**src/rtl/clkdiv_pkg.sv**
```systemverilog
package clkdiv_pkg;
  localparam int unsigned FIELD_W = 6;
  localparam int unsigned CNT_W   = FIELD_W + 1;
  localparam int unsigned RATIO_W = FIELD_W + 2;

  typedef struct packed {
    logic [CNT_W-1:0] hi;
    logic [CNT_W-1:0] lo;
    logic             half_f;
    logic             nocnt;
  } div_cfg_t;

  // A zero field encodes the largest count.
  function automatic logic [CNT_W-1:0] field_to_count(input logic [FIELD_W-1:0] f);
    return (f == '0) ? {1'b1, {FIELD_W{1'b0}}} : {1'b0, f};
  endfunction

  function automatic logic [RATIO_W-1:0] ratio_of(input div_cfg_t c);
    if (c.nocnt) return RATIO_W'(1);
    return {1'b0, c.hi} + {1'b0, c.lo};
  endfunction
endpackage

```
**src/rtl/clkdiv_decode.sv**
```systemverilog
module clkdiv_decode
  import clkdiv_pkg::*;
#(
  parameter bit          PACK_SINGLE = 1'b0,
  parameter int unsigned WORD_W      = 16
) (
  input  logic [WORD_W-1:0] word0_i,
  input  logic [WORD_W-1:0] word1_i,
  output div_cfg_t          cfg_o
);
  localparam int unsigned LOW_LSB  = 0;
  localparam int unsigned HIGH_LSB = FIELD_W;
  localparam int unsigned CNT_TOP  = 2 * FIELD_W;

  logic unused_bits;

  assign cfg_o.lo = field_to_count(word0_i[LOW_LSB  +: FIELD_W]);
  assign cfg_o.hi = field_to_count(word0_i[HIGH_LSB +: FIELD_W]);

  generate
    if (PACK_SINGLE) begin : g_single
      localparam int unsigned NOC_BIT  = CNT_TOP;
      localparam int unsigned HALF_BIT = CNT_TOP + 1;
      assign cfg_o.nocnt  = word0_i[NOC_BIT];
      assign cfg_o.half_f = word0_i[HALF_BIT];
      assign unused_bits  = ^{word1_i, word0_i[WORD_W-1:HALF_BIT+1]};
    end else begin : g_pair
      localparam int unsigned NOC_BIT  = FIELD_W;
      localparam int unsigned HALF_BIT = FIELD_W + 1;
      assign cfg_o.nocnt  = word1_i[NOC_BIT];
      assign cfg_o.half_f = word1_i[HALF_BIT];
      assign unused_bits  = ^{word0_i[WORD_W-1:CNT_TOP],
                              word1_i[WORD_W-1:HALF_BIT+1],
                              word1_i[NOC_BIT-1:0]};
    end
  endgenerate
endmodule

```
**src/rtl/clkdiv_phase.sv**
```systemverilog
module clkdiv_phase
  import clkdiv_pkg::*;
(
  input  logic               clk_i,
  input  logic               rst_ni,
  input  div_cfg_t           cfg_next_i,
  output div_cfg_t           cfg_act_o,
  output logic               high_q_o,
  output logic               period_end_o,
  output logic [RATIO_W-1:0] ratio_o
);
  localparam logic [RATIO_W-1:0] ONE_R   = RATIO_W'(1);
  localparam logic [CNT_W-1:0]   ONE_C   = CNT_W'(1);
  localparam div_cfg_t           RST_CFG = '{hi: ONE_C, lo: ONE_C, half_f: 1'b0, nocnt: 1'b0};

  logic [RATIO_W-1:0] pos_q, pos_nxt;
  div_cfg_t           cfg_q, cfg_nxt;
  logic               high_q, high_nxt;
  logic               period_end;

  assign ratio_o    = ratio_of(cfg_q);
  assign period_end = (pos_q == ratio_o - ONE_R);

  always_comb begin
    pos_nxt  = period_end ? '0 : pos_q + ONE_R;
    cfg_nxt  = period_end ? cfg_next_i : cfg_q;
    high_nxt = (pos_nxt < {1'b0, cfg_nxt.hi});
  end

  // Reset parks the counter on the last cycle of a ratio-2 period.
  always_ff @(posedge clk_i or negedge rst_ni) begin
    if (!rst_ni) begin
      pos_q  <= ONE_R;
      cfg_q  <= RST_CFG;
      high_q <= 1'b0;
    end else begin
      pos_q  <= pos_nxt;
      cfg_q  <= cfg_nxt;
      high_q <= high_nxt;
    end
  end

  assign cfg_act_o    = cfg_q;
  assign high_q_o     = high_q;
  assign period_end_o = period_end;

  assert_pos_below_ratio_R5: assert property (@(posedge clk_i) disable iff (!rst_ni)
    pos_q < ratio_o);
  assert_cfg_hold_R9: assert property (@(posedge clk_i) disable iff (!rst_ni)
    !period_end |=> $stable(cfg_q));
  assert_rise_at_start_R5: assert property (@(posedge clk_i) disable iff (!rst_ni)
    $rose(high_q) |-> (pos_q == '0));
  assert_fall_after_high_R5: assert property (@(posedge clk_i) disable iff (!rst_ni)
    $fell(high_q) |-> (pos_q == {1'b0, cfg_q.hi}));
endmodule

```
**src/rtl/clkdiv_outmux.sv**
```systemverilog
module clkdiv_outmux (
  input  logic clk_i,
  input  logic rst_ni,
  input  logic high_q_i,
  input  logic half_en_i,
  input  logic bypass_i,
  output logic clk_o
);
  logic ext_q;
  logic div_clk;

  // Falling-edge copy stretches the high phase by half an input cycle.
  always_ff @(negedge clk_i or negedge rst_ni) begin
    if (!rst_ni) ext_q <= 1'b0;
    else         ext_q <= high_q_i;
  end

  assign div_clk = high_q_i | (half_en_i & ext_q);
  assign clk_o   = bypass_i ? clk_i : div_clk;
endmodule

```
**src/rtl/hilo_clk_divider.sv**
```systemverilog
module hilo_clk_divider
  import clkdiv_pkg::*;
#(
  parameter bit          PACK_SINGLE = 1'b0,
  parameter int unsigned WORD_W      = 16
) (
  input  logic              clk_i,
  input  logic              rst_ni,
  input  logic [WORD_W-1:0] cfg_word0_i,
  input  logic [WORD_W-1:0] cfg_word1_i,
  output logic              clk_o,
  output logic [7:0]        ratio_o
);
  div_cfg_t           cfg_next, cfg_act;
  logic               high_q, period_end;
  logic [RATIO_W-1:0] ratio;

  clkdiv_decode #(.PACK_SINGLE(PACK_SINGLE), .WORD_W(WORD_W)) u_decode (
    .word0_i (cfg_word0_i),
    .word1_i (cfg_word1_i),
    .cfg_o   (cfg_next)
  );

  clkdiv_phase u_phase (
    .clk_i        (clk_i),
    .rst_ni       (rst_ni),
    .cfg_next_i   (cfg_next),
    .cfg_act_o    (cfg_act),
    .high_q_o     (high_q),
    .period_end_o (period_end),
    .ratio_o      (ratio)
  );

  clkdiv_outmux u_outmux (
    .clk_i     (clk_i),
    .rst_ni    (rst_ni),
    .high_q_i  (high_q),
    .half_en_i (cfg_act.half_f),
    .bypass_i  (cfg_act.nocnt),
    .clk_o     (clk_o)
  );

  assign ratio_o = 8'(ratio);

  assert_load_words_R9: assert property (@(posedge clk_i) disable iff (!rst_ni)
    period_end |=> (cfg_act == $past(cfg_next)));
  assert_ratio_static_R8: assert property (@(posedge clk_i) disable iff (!rst_ni)
    !period_end |=> $stable(ratio_o));
endmodule

```
**config.mk**
```make
export PLATFORM = sky130hd
export DESIGN_NAME = hilo_clk_divider
export DESIGN_NICKNAME = d
export VERILOG_FILES = /design/src/rtl/clkdiv_pkg.sv /design/src/rtl/clkdiv_decode.sv /design/src/rtl/clkdiv_phase.sv /design/src/rtl/clkdiv_outmux.sv /design/src/rtl/hilo_clk_divider.sv
export SDC_FILE = /design/constraint.sdc
export NUM_CORES = 1
export LEC_CHECK = 0
export ABC_AREA = 1
export BUFFER_PORTS_ARGS = -buffer_cell sky130_fd_sc_hd__buf_2
export CAP_MARGIN = 20
export CORE_MARGIN = 4
export CORE_UTILIZATION = 55
export DETAILED_ROUTE_END_ITERATION = 10
export PLACE_DENSITY = 0.79
export SYNTH_ARGS = -nofsm -noshare
export SYNTH_HDL_FRONTEND = slang
export SYNTH_HIERARCHICAL = 1
export SYNTH_SLANG_ARGS = --single-unit
```
**constraint.sdc**
```tcl
create_clock -name clk_i -period 3.7 [get_ports clk_i]
set_input_delay 0.37 -clock clk_i [delete_from_list [all_inputs] [get_ports clk_i]]
set_output_delay 0.37 -clock clk_i [all_outputs]
set_load 0.005 [all_outputs]
```
==> results of run 1 <==
-- registers in the layout, indices dropped and copies added, names as in the netlist --
name / cells
u_outmux/ext_q: 1
u_phase/cfg_act_o: 16
u_phase/high_q_o: 1
u_phase/pos_q: 8
-- what timing repair did --
| action | in CTS | in global routing |
|---|---|---|
| endpoints found under the hold margin | 22 | 0 |
| pin swaps | 4 | 15 |
| buffers inserted | 1 | 9 |
| resized for setup | 0 | 16 |
| hold buffers | 1 | 0 |
| cloned | 0 | 1 |
| endpoints found under the setup margin | 1 | 1 |
-- how the worst max path moves through the flow --
stage,depth (start not counted),start,end
floorplan,21,u_phase/cfg_act_o[2],u_phase/high_q_o
global placement,21,u_phase/cfg_act_o[9],u_phase/high_q_o
detailed placement,21,u_phase/cfg_act_o[9],u_phase/high_q_o
CTS,21,u_phase/cfg_act_o[9],u_phase/high_q_o
global route,21,u_phase/cfg_act_o[9],u_phase/high_q_o
finish,22,u_phase/cfg_act_o[9],u_phase/high_q_o
-- logic make-up (layout without fill, tap and decap cells) --
group / after synthesis / count (layout) / synth area share, %
compound gates: 25 / 25 / 7.40
buf+inv: 66 / 96 / 12.5
fa+ha+maj: 16 / 16 / 9.38
flops: 26 / 26 / 29.5
xor+xnor: 3 / 3 / 1.19
simple gates: 160 / 161 / 39.9
-- routing by layer --
| layer | global-route usage [%] | vias up | share of wire [%] |
|---|---|---|---|
| met5 | 0 | - | 0 |
| met4 | 10.2 | 0 | 2.1 |
| met3 | 3.65 | 10 | 3.8 |
| met2 | 30.9 | 33 | 47 |
| met1 | 26.3 | 892 | 47 |
| li1 | - | 981 | - |
-- final cells by class --
class	instances	area, µm²	area share, %
clock inverters	1	30.0	1.14
clock buffers	7	87.6	3.33
flip-flops and latches	26	654	24.9
multi-input cells	205	1370	52.0
well taps	48	60.1	2.28
inverters	49	191	7.28
repair buffers	39	238	9.04
-- Yosys cell counts, types with 2 or more instances --
| cell type | number |
|---|---|
| xor2_1 | 2 |
| nor2_2 | 3 |
| inv_1 | 39 |
| inv_2 | 6 |
| nor3_1 | 3 |
| buf_4 | 3 |
| nand4_1 | 3 |
| nand2_2 | 10 |
| nand2_1 | 72 |
| buf_6 | 2 |
| a21oi_1 | 10 |
| ha_1 | 15 |
| nand3_2 | 10 |
| dfstp_2 | 3 |
| clkinv_2 | 3 |
| dfrtp_1 | 22 |
| nor2_1 | 18 |
| clkbuf_1 | 12 |
| or2_1 | 7 |
| nand3_4 | 3 |
| o21ai_2 | 5 |
| o21ai_0 | 4 |
| nor2_4 | 4 |
| nand2_4 | 5 |
| a21oi_2 | 2 |
| nand3_1 | 16 |
-- critical path: cells and delay by family (launching register included) --
kind                     cells  cell delay (ns)
flip-flops                   1             0.58
buffers and inverters        5             0.45
adder cells (fa/ha/maj)      4             1.09
AO/OA/AOI/OAI                2             0.27
AND/OR/NAND/NOR             10             1.05
XOR/XNOR                     1             0.12
-- stage by stage --
step / utilization, % / std cells / setup slack, ns
after floorplan: - / 296 / 0.239
after global placement: 62.1 / 356 / 0.0399
after detailed placement: 62.1 / 356 / 0.0172
after CTS: 65.6 / 365 / 0.0158
after global routing: 69.7 / 375 / -0.145
final: 69.7 / 375 / 0.0853
-- cell usage in the layout (no fill, tap or decap), drive strengths merged, types with 2 or more instances in the layout --
master / count
nand3: 29
clkbuf: 6
buf: 39
clkinv: 4
ha: 15
inv: 45
or2: 9
a21oi: 12
nor2: 26
dfrtp: 22
nand2: 88
o21ai: 10
nor3: 3
nand4: 3
xor2: 2
dfstp: 3
==> reports/results.tsv, run 1 <==
stage	metric	value	unit
critical_path	slowest stage delay, CP	0.58	ns
critical_path	maximum fanout along the worst path	4	
detailed_routing	drt drc	0	
detailed_routing	Pre-Repair DR Iteration Count	4	
global_routing	first-pass GRT wire length	7.84	mm
final_layout	P&R area growth vs syn	18.8	%
global_routing	vias in the first global route	1737	
floorplanning	die width	71.5	µm
final_layout	fill count	303	
sta	Hold WS	0.183	ns
floorplanning	Die Y	71.5	µm
clock_tree	Worst-path clk slew	0.09	ns
yosys	synthesis-stage register bit count	26	
yosys	Yosys top cell area share	24.9	%
critical_path	worst-path cell chain	ha_4 > inv_2 > fa_1 > nor2_2 > inv_2 > ha_4 > xnor2_1 > a21oi_1 > nand2_1 > nor2_2 > nand3_2 > nor2_4 > nand3_4 > clkinv_4 > buf_4 > nand2_4 > buf_4 > nand2_1 > nor2_1 > ha_1 > and3_1 > a21oi_2	
yosys	Async SR Flop Fraction	100	%
final_layout	Design Area, Final	2630	µm²
critical_path	crit path kind	flop to flop	
placed_design	hpwl dp	3.61	mm
yosys	Mapped Cells	296	
run_status	status	finished clean	
final_layout	share of layout cells above drive strength 1	35.2	%
floorplanning	area of the die	5110	µm²
worst_hold_path	Worst Hold Path EP	u_phase/cfg_act_o[2]	
critical_path	Critical-path top delay cell	dfstp_2	
critical_path	r2r worst-path depth	22	
sta	Sum Neg Setup Slack	0	ns
sta	clock skew	0.0220	ns
global_routing	All-Layer GR Usage	19.9	%
floorplanning	Core Region	3770	µm²
detailed_routing	Post-Route WL	4.78	mm
floorplanning	Initial Util	58.7	%
worst_hold_path	Worst Hold Depth	3	
clock_tree	worst skew pair latency	0.40	ns
yosys	number of synthesized flops with an enable pin	0	
detailed_routing	vias post-DR	1916	
detailed_routing	ANT nets after route	0	
critical_path	R2R Setup Slk	0.09	ns
sta	share of the cycle needed by the critical path after routing	97.7	%
placed_design	GPL Wtd Cong	0.863	
clock_tree	CTS tree	yes	
global_routing	total gr overflow	0	
detailed_routing	routed length per instance	12.7	µm
critical_path	Data arrival, critical path	3.93	ns
run	number of max-cap violations	0	
worst_hold_path	HP Class	input port to flop	
floorplanning	IO Pins	43	
critical_path	RR Endpoint	u_phase/high_q_o	
yosys	top cells by area, synth	dfrtp_1, nand2_1, ha_1, inv_1, nand3_2	
placed_design	IO Port Bufs	24	
yosys	Mapped Avg Cell Area	7.48	µm²
sta	Fmax	277	MHz
global_routing	initial antenna violation count	0	
yosys	Synth area leader	dfrtp_1	
final_layout	Final nets	378	
critical_path	Setup crit end kind	flop	
yosys	count of different cell masters after synthesis	40	
yosys	Syn Nets	346	
yosys	Top FF cell, synth	dfrtp_1	
critical_path	Worst Path Required	4.01	ns
sta	final setup violating endpoints	0	
detailed_routing	DRT iter0 DRCs	90	
yosys	Mapped Area	2210	µm²
sta	RSZ-0062 raised after global routing	true	
sta	minimum clock period	3.61	ns
yosys	register area share after synthesis	29.5	%
yosys	YS warnings	6	
critical_path	crit start category	flop	
final_layout	# diodes	0	
sta	Final Hold Fails	0	
sta	Least-Margin Pin Slew	0.344	ns
detailed_routing	Via density	5.11	
global_routing	largest net degree at the start of global routing	27	
sta	relative max-transition margin	77.1	%
sta	count of pins over their slew limit	0	
placed_design	Placed Area	2340	µm²
worst_hold_path	hold wc startpoint	cfg_word0_i[0]	
floorplanning	row count	22	
critical_path	FF-to-FF Start	u_phase/cfg_act_o[9]	
Power of run 1 is left out: the tool's default activity adds up to more than one toggle a clock period on the data nets, which glitch-free logic cannot reach.
==> run 2, diff against run 1 <==
ABC_AREA = 0   (was 1)
CORE_MARGIN = default   (was 4)
CORE_UTILIZATION = 49   (was 55)
PLACE_DENSITY = 0.76   (was 0.79)
clock period = 3.1 ns   (was 3.7 ns; I/O delays follow)
==> reports/results.tsv, run 2 <==
stage	metric	value	unit	change
run_status	status	finished with violations		
run_status	failing checks	setup timing		
global_routing	All-Layer GR Usage	27.1	%	+7.2 points
critical_path	Critical-path top delay cell	dfstp_2		
floorplanning	die width	65.6	µm	-8.2%
yosys	YS warnings	6		unchanged
sta	Fmax	247	MHz	-11%
run	number of max-cap violations	0		unchanged
clock_tree	hold_buf cts	0		-1
yosys	register area share after synthesis	33.0	%	+3.5 points
sta	Sum Neg Setup Slack	-10.05	ns	-10.05 ns
final_layout	area of the multi-input gates	1360	µm²	-0.73%
detailed_routing	DRT iter0 DRCs	74		-18%
yosys	Synth area leader	dfrtp_1		
yosys	count of different cell masters after synthesis	51		+28%
detailed_routing	vias post-DR	1767		-7.8%
placed_design	Placed Area	2430	µm²	+3.8%
final_layout	share of layout cells above drive strength 1	50.6	%	+15 points
sta	Least-Margin Pin Slew	0.539	ns	+0.195 ns
detailed_routing	Via density	5.54		+8.4%
critical_path	worst-path cell chain	ha_4 > inv_2 > fa_2 > or3b_4 > mux2i_4 > o2111a_2 > nor3b_4 > o221ai_1 > a2111o_1 > buf_4 > mux2i_4 > ha_1 > nand4_1 > nor2_1 > o21a_1 > a211oi_2		
yosys	Mapped Avg Cell Area	9.53	µm²	+27%
final_layout	Design Area, Final	2760	µm²	+5.1%
sta	minimum clock period	4.05	ns	+0.434 ns
yosys	Mapped Cells	208		-30%
placed_design	GPL Wtd Cong	0.932		+8.0%
detailed_routing	Post-Route WL	5.21	mm	+8.9%
critical_path	RR Endpoint	u_phase/high_q_o		
sta	share of the cycle needed by the critical path after routing	131	%	+33 points
floorplanning	Die Y	65.6	µm	-8.2%
final_layout	fill count	249		-18%
sta	final setup violating endpoints	25		+25
yosys	most common cell in the netlist	dfrtp_1		
yosys	number of synthesized flops with an enable pin	0		unchanged
clock_tree	Worst-path clk slew	0.10	ns	about the same
critical_path	r2r worst-path depth	16		-27%
sta	clock skew	0.0110	ns	-0.0110 ns
critical_path	crit path kind	flop to flop		
final_layout	commonest non-fill, non-tap cells in the layout	buf_4, buf_2, dfrtp_1, inv_1, nor2_1		
sta	RSZ-0062 raised after global routing	true		
clock_tree	worst skew pair latency	0.28	ns	-0.12 ns
critical_path	crit start category	flop		
yosys	synthesis-stage register bit count	26		unchanged
detailed_routing	drt drc	0		unchanged
critical_path	Setup crit end kind	flop		
yosys	Yosys top cell area share	27.8	%	+2.9 points
critical_path	Worst Path Required	3.27	ns	-0.74 ns
yosys	Async SR Flop Fraction	100	%	unchanged
critical_path	slowest stage delay, CP	0.57	ns	about the same
clock_tree	Max H-tree Level	1		
clock_tree	Inserted Clock Buffers	3		
clock_tree	Clock Path Buffers	2		
sta	count of pins over their slew limit	0		unchanged
critical_path	maximum fanout along the worst path	5		+1
sta	relative max-transition margin	63.9	%	-13 points
final_layout	fin util	73.3	%	+3.6 points
yosys	top cells by count, synth	dfrtp_1, nor2_1, inv_1		
global_routing	initial antenna violation count	0		unchanged
floorplanning	Initial Util	52.6	%	-6.2 points
yosys	Syn Nets	258		-25%
yosys	Top FF cell, synth	dfrtp_1		
final_layout	# diodes	0		unchanged
global_routing	vias in the first global route	1894		+9.0%
floorplanning	Core Region	3770	µm²	unchanged
detailed_routing	routed length per instance	16.3	µm	+28%
critical_path	CP startpoint	u_phase/cfg_act_o[2]		
critical_path	cell repeated most along the worst path	mux2i_4		
floorplanning	row count	22		unchanged
final_layout	register area	654	µm²	unchanged
sta	final worst slack	-0.949	ns	-1.03 ns
global_routing	largest net degree at the start of global routing	26		-3.7%
final_layout	Largest register FFs	16		unchanged
floorplanning	IO Pins	43		unchanged
clock_tree	clk root buf	clkbuf_8		
sta	Final Hold Fails	0		unchanged
worst_hold_path	HP Class	input port to async pin		
critical_path	R2R Setup Slk	-0.95	ns	-1.03 ns
yosys	Mapped Area	1980	µm²	-11%
final_layout	commonest non-fill, non-tap cell in the layout	buf_4		
critical_path	Data arrival, critical path	4.22	ns	+0.29 ns
final_layout	P&R area growth vs syn	39.5	%	
global_routing	first-pass GRT wire length	8.66	mm	+10%
detailed_routing	Pre-Repair DR Iteration Count	4		unchanged
global_routing	total gr overflow	0		unchanged
yosys	top cells by area, synth	dfrtp_1, ha_1, mux2_2, xor2_1, dfstp_2		
placed_design	hpwl dp	3.81	mm	+5.5%
critical_path	FF-to-FF Start	u_phase/cfg_act_o[2]		
detailed_routing	ANT nets after route	0		unchanged
final_layout	Final nets	322		-15%
clock_tree	CTS tree	yes		
floorplanning	area of the die	4300	µm²	-16%
placed_design	IO Port Bufs	24		unchanged
[run 2: cell count changes in the layout (fill, tap and decap cells not counted), sizes merged, moves of 4 or more]
cell / before / now
a21o: 0 / 4
buf: 39 / 76
nor2: 26 / 20
nand2: 88 / 8
o21ai: 10 / 5
or2: 9 / 1
xor2: 2 / 10
a211oi: 0 / 5
xnor2: 1 / 7
mux2i: 0 / 6
nand3: 29 / 8
mux2: 0 / 10
inv: 45 / 19
clkinv: 4 / 0
[run 2: area by class of cell]
class | count | share of cell area, %
inverter | 17 | 2.58
sequential | 26 | 23.7
clock inverter | 2 | 0.453
clock buffer | 4 | 1.67
multi-input combinational | 147 | 49.2
timing repair buffer | 75 | 20.3
tap | 48 | 2.17
[run 2: through the flow]
step	std cells	setup slack [ns]	hold WS, ns
after global placement	306	-0.925	0.333
after CTS	318	-0.969	0.0413
after global routing	319	-1.25	0.0607
after floorplan	208	-0.640	0.0144
final	319	-0.949	0.0417
after detailed placement	306	-0.982	0.346
[run 2: repair_timing]
item	4_1_cts	5_1_grt
setup buffers	7	1
pin swaps	17	3
gates resized for setup	36	11
setup endpoints to repair	25	25
gates cloned	1	0
[run 2: cell families (layout without fill, tap and decap cells)]
logic type                 after synthesis  in the layout  synth area share, %
muxes                                   16             16                 8.71
AOI/OAI and AO/OA                       36             36                 13.9
and+or+nand+nor                         62             62                 17.6
DFF                                     26             26                 33.0
xor gates and xnor gates                17             17                 7.51
adders and majority gates               16             16                 10.5
buffers and inverters                   35             98                 8.77
[run 2: layer usage]
metal / global-route usage, % / up-vias / routed length [µm]
met1: 32.9 / 870 / 2220
li1: - / 845 / -
met2: 48.7 / 40 / 2740
met3: 3.82 / 12 / 145
met5: 0 / - / 0
met4: 8.97 / 0 / 110
[run 2: how the worst max path moves through the flow]
stage	endpoint	slack, ns	depth (start not counted)
5_1_grt	u_phase/high_q_o	-1.25	18
3_3_place_gp	u_phase/high_q_o	-0.93	17
2_1_floorplan	u_phase/high_q_o	-0.64	17
4_1_cts	u_phase/high_q_o	-0.97	19
6_report	u_phase/high_q_o	-0.95	16
3_5_place_dp	u_phase/high_q_o	-0.98	17
[run 2: critical path, delay by kind of cell (launching register included)]
family | cells | cell delay, ns
adder cells (fa/ha/maj) | 3 | 0.82
buffers and inverters | 2 | 0.24
multiplexers | 2 | 0.35
AO/OA/AOI/OAI | 5 | 1.13
flip-flops | 1 | 0.57
AND/OR/NAND/NOR | 4 | 0.85
Power of run 2 is left out for the same reason.
==> run 3, diff against run 2 <==
SETUP_SLACK_MARGIN = 0.4   (was default)
==> reports/results.tsv, run 3 (synthesis results as in run 2) <==
stage	metric	value	unit	change
clock_tree	CTS tree	yes		
sta	RSZ-0062 raised after global routing	true		
global_routing	All-Layer GR Usage	24.7	%	-2.4 points
final_layout	Final nets	318		-1.2%
worst_hold_path	HP Class	input port to async pin		
global_routing	gr busiest metal	met2		
critical_path	slowest stage delay, CP	0.57	ns	about the same
placed_design	GPL Wtd Cong	0.851		-8.7%
critical_path	buffer and inverter count on the worst path	2		unchanged
floorplanning	area of the die	4300	µm²	unchanged
final_layout	register area	654	µm²	unchanged
global_routing	initial antenna violation count	0		unchanged
critical_path	critical path depth	18		+2
final_layout	Largest register FFs	16		unchanged
clock_tree	Max H-tree Level	1		unchanged
sta	Least-Margin Pin Slew	0.334	ns	-0.205 ns
detailed_routing	Pre-Repair DR Iteration Count	4		unchanged
floorplanning	Core Region	3770	µm²	unchanged
detailed_routing	DRT iter0 DRCs	58		-22%
critical_path	RR Endpoint	u_phase/high_q_o		
detailed_routing	drt drc	0		unchanged
clock_tree	Worst-path clk slew	0.10	ns	about the same
critical_path	crit start category	flop		
clock_tree	hold_buf cts	0		unchanged
critical_path	Data arrival, critical path	4.27	ns	+0.05 ns
detailed_routing	Via density	5.46		-1.4%
final_layout	area of the multi-input gates	1310	µm²	-4.0%
sta	clock skew	0.0166	ns	+0.00555 ns
final_layout	Finished Layout Cells	315		-1.3%
global_routing	largest net degree at the start of global routing	26		unchanged
final_layout	share of layout cells above drive strength 1	49.8	%	-0.74 points
sta	Final Hold Fails	0		unchanged
critical_path	Worst Path Required	3.29	ns	+0.02 ns
critical_path	Setup crit end kind	flop		
global_routing	total gr overflow	0		unchanged
global_routing	vias in the first global route	1781		-6.0%
critical_path	maximum fanout along the worst path	6		+1
critical_path	CP startpoint	u_phase/cfg_act_o[9]		
sta	minimum clock period	4.08	ns	+0.0293 ns
sta	share of the cycle needed by the critical path after routing	132	%	+0.95 points
floorplanning	Die Y	65.6	µm	unchanged
placed_design	Cells after DPL	306		unchanged
placed_design	IO Port Bufs	24		unchanged
global_routing	met1 Resource Use GR	32.2	%	-0.69 points
global_routing	GR Util met3	2.26	%	-1.6 points
floorplanning	IO Pins	43		unchanged
run_status	failing checks	setup timing		
global_routing	first-pass GRT wire length	8.14	mm	-6.1%
sta	final setup violating endpoints	25		unchanged
clock_tree	clk root buf	clkbuf_8		
run	number of max-cap violations	0		unchanged
critical_path	Critical-path top delay cell	dfstp_2		
floorplanning	row count	22		unchanged
final_layout	commonest non-fill, non-tap cells in the layout	buf_4, buf_2, dfrtp_1, inv_1		
placed_design	hpwl dp	3.72	mm	-2.2%
detailed_routing	ANT nets after route	0		unchanged
clock_tree	worst skew pair latency	0.28	ns	about the same
detailed_routing	vias post-DR	1721		-2.6%
run_status	status	finished with violations		
final_layout	commonest non-fill, non-tap cell in the layout	buf_4		
critical_path	cell repeated most along the worst path	a211oi_2		
sta	Fmax	245	MHz	-0.72%
sta	final worst slack	-0.978	ns	-0.0293 ns
critical_path	r2r worst-path depth	18		+2
critical_path	FF-to-FF Start	u_phase/cfg_act_o[9]		
critical_path	crit path kind	flop to flop		
critical_path	worst-path cell chain	ha_4 > inv_2 > fa_2 > nand2b_4 > a211oi_4 > buf_4 > o21a_1 > a311o_1 > and4_2 > a211oi_2 > a2111o_2 > mux2i_2 > ha_1 > a21oi_1 > nor2b_1 > o21ai_1 > nand2_1 > a211oi_2		
clock_tree	Clock Path Buffers	2		unchanged
floorplanning	die width	65.6	µm	unchanged
floorplanning	Initial Util	52.6	%	unchanged
sta	count of pins over their slew limit	0		unchanged
final_layout	fill count	271		+8.8%
final_layout	# diodes	0		unchanged
sta	relative max-transition margin	77.7	%	+14 points
detailed_routing	routed length per instance	15.8	µm	-3.3%
clock_tree	Inserted Clock Buffers	3		unchanged
critical_path	R2R Setup Slk	-0.98	ns	-0.03 ns
final_layout	P&R area growth vs syn	34.6	%	
detailed_routing	Post-Route WL	4.97	mm	-4.6%
critical_path	top cell family by delay on the critical path	compound AO/OA/AOI/OAI gates		
global_routing	met2 usage	44.3	%	-4.4 points
## run 3: cell count changes in the layout (fill, tap and decap cells not counted), moves of 2 or more
cell / before / now
a21oi_1: 6 / 8
nor2_4: 5 / 0
buf_4: 44 / 40
mux2i_4: 5 / 2
nor2_2: 0 / 7
mux2i_2: 0 / 3
nor2_1: 15 / 13
a21oi_2: 2 / 0
## run 3: final cells by class
cell class	count	share of cell area, %
sequential	26	24.5
clock buffer	4	1.74
inverter	17	2.49
tap	48	2.25
clock inverter	2	0.469
timing repair buffer	71	19.6
multi-input combinational	147	48.9
## run 3: worst register-to-register path, delay by kind of cell (launching register included)
kind            cells  cell delay (ns)
flops               1             0.57
mux                 1             0.28
simple gates        4             0.58
compound gates      8             1.54
buf+inv             2             0.23
fa+ha+maj           3             0.79
## run 3: worst max path at each step
stage | end | slack (ns)
2_1_floorplan | u_phase/high_q_o | -0.64
3_3_place_gp | u_phase/high_q_o | -0.89
3_5_place_dp | u_phase/high_q_o | -0.89
4_1_cts | u_phase/high_q_o | -0.94
5_1_grt | u_phase/high_q_o | -1.16
6_report | u_phase/high_q_o | -0.98
## run 3: per-layer routing
layer / share of wire, % / vias up
met4: 1.4 / 0
met1: 44 / 833
met3: 2.6 / 8
li1: - / 844
met2: 52 / 36
met5: 0 / -
## run 3: stage by stage
stage | area, µm² | hold slack [ns] | setup TNS [ns] | util (%) | worst slack [ns]
4_1_cts | 2560 | 0.0285 | -9.74 | 67.9 | -0.940
5_1_grt | 2670 | 0.0522 | -12.20 | 70.7 | -1.16
3_5_place_dp | 2430 | 0.334 | -7.36 | 64.5 | -0.890
6_report | 2670 | 0.0197 | -9.17 | 70.7 | -0.978
2_1_floorplan | 2040 | 0.0144 | -0.816 | - | -0.640
3_3_place_gp | 2430 | 0.331 | -6.72 | 64.5 | -0.889
## run 3: what timing repair did
action                     in CTS  in global routing
buffers inserted                3                  1
cloned                          0                  1
pin swaps                       8                  3
gates resized for setup        14                 21
setup endpoints to repair      27                 29
Power of run 3 is left out for the same reason.
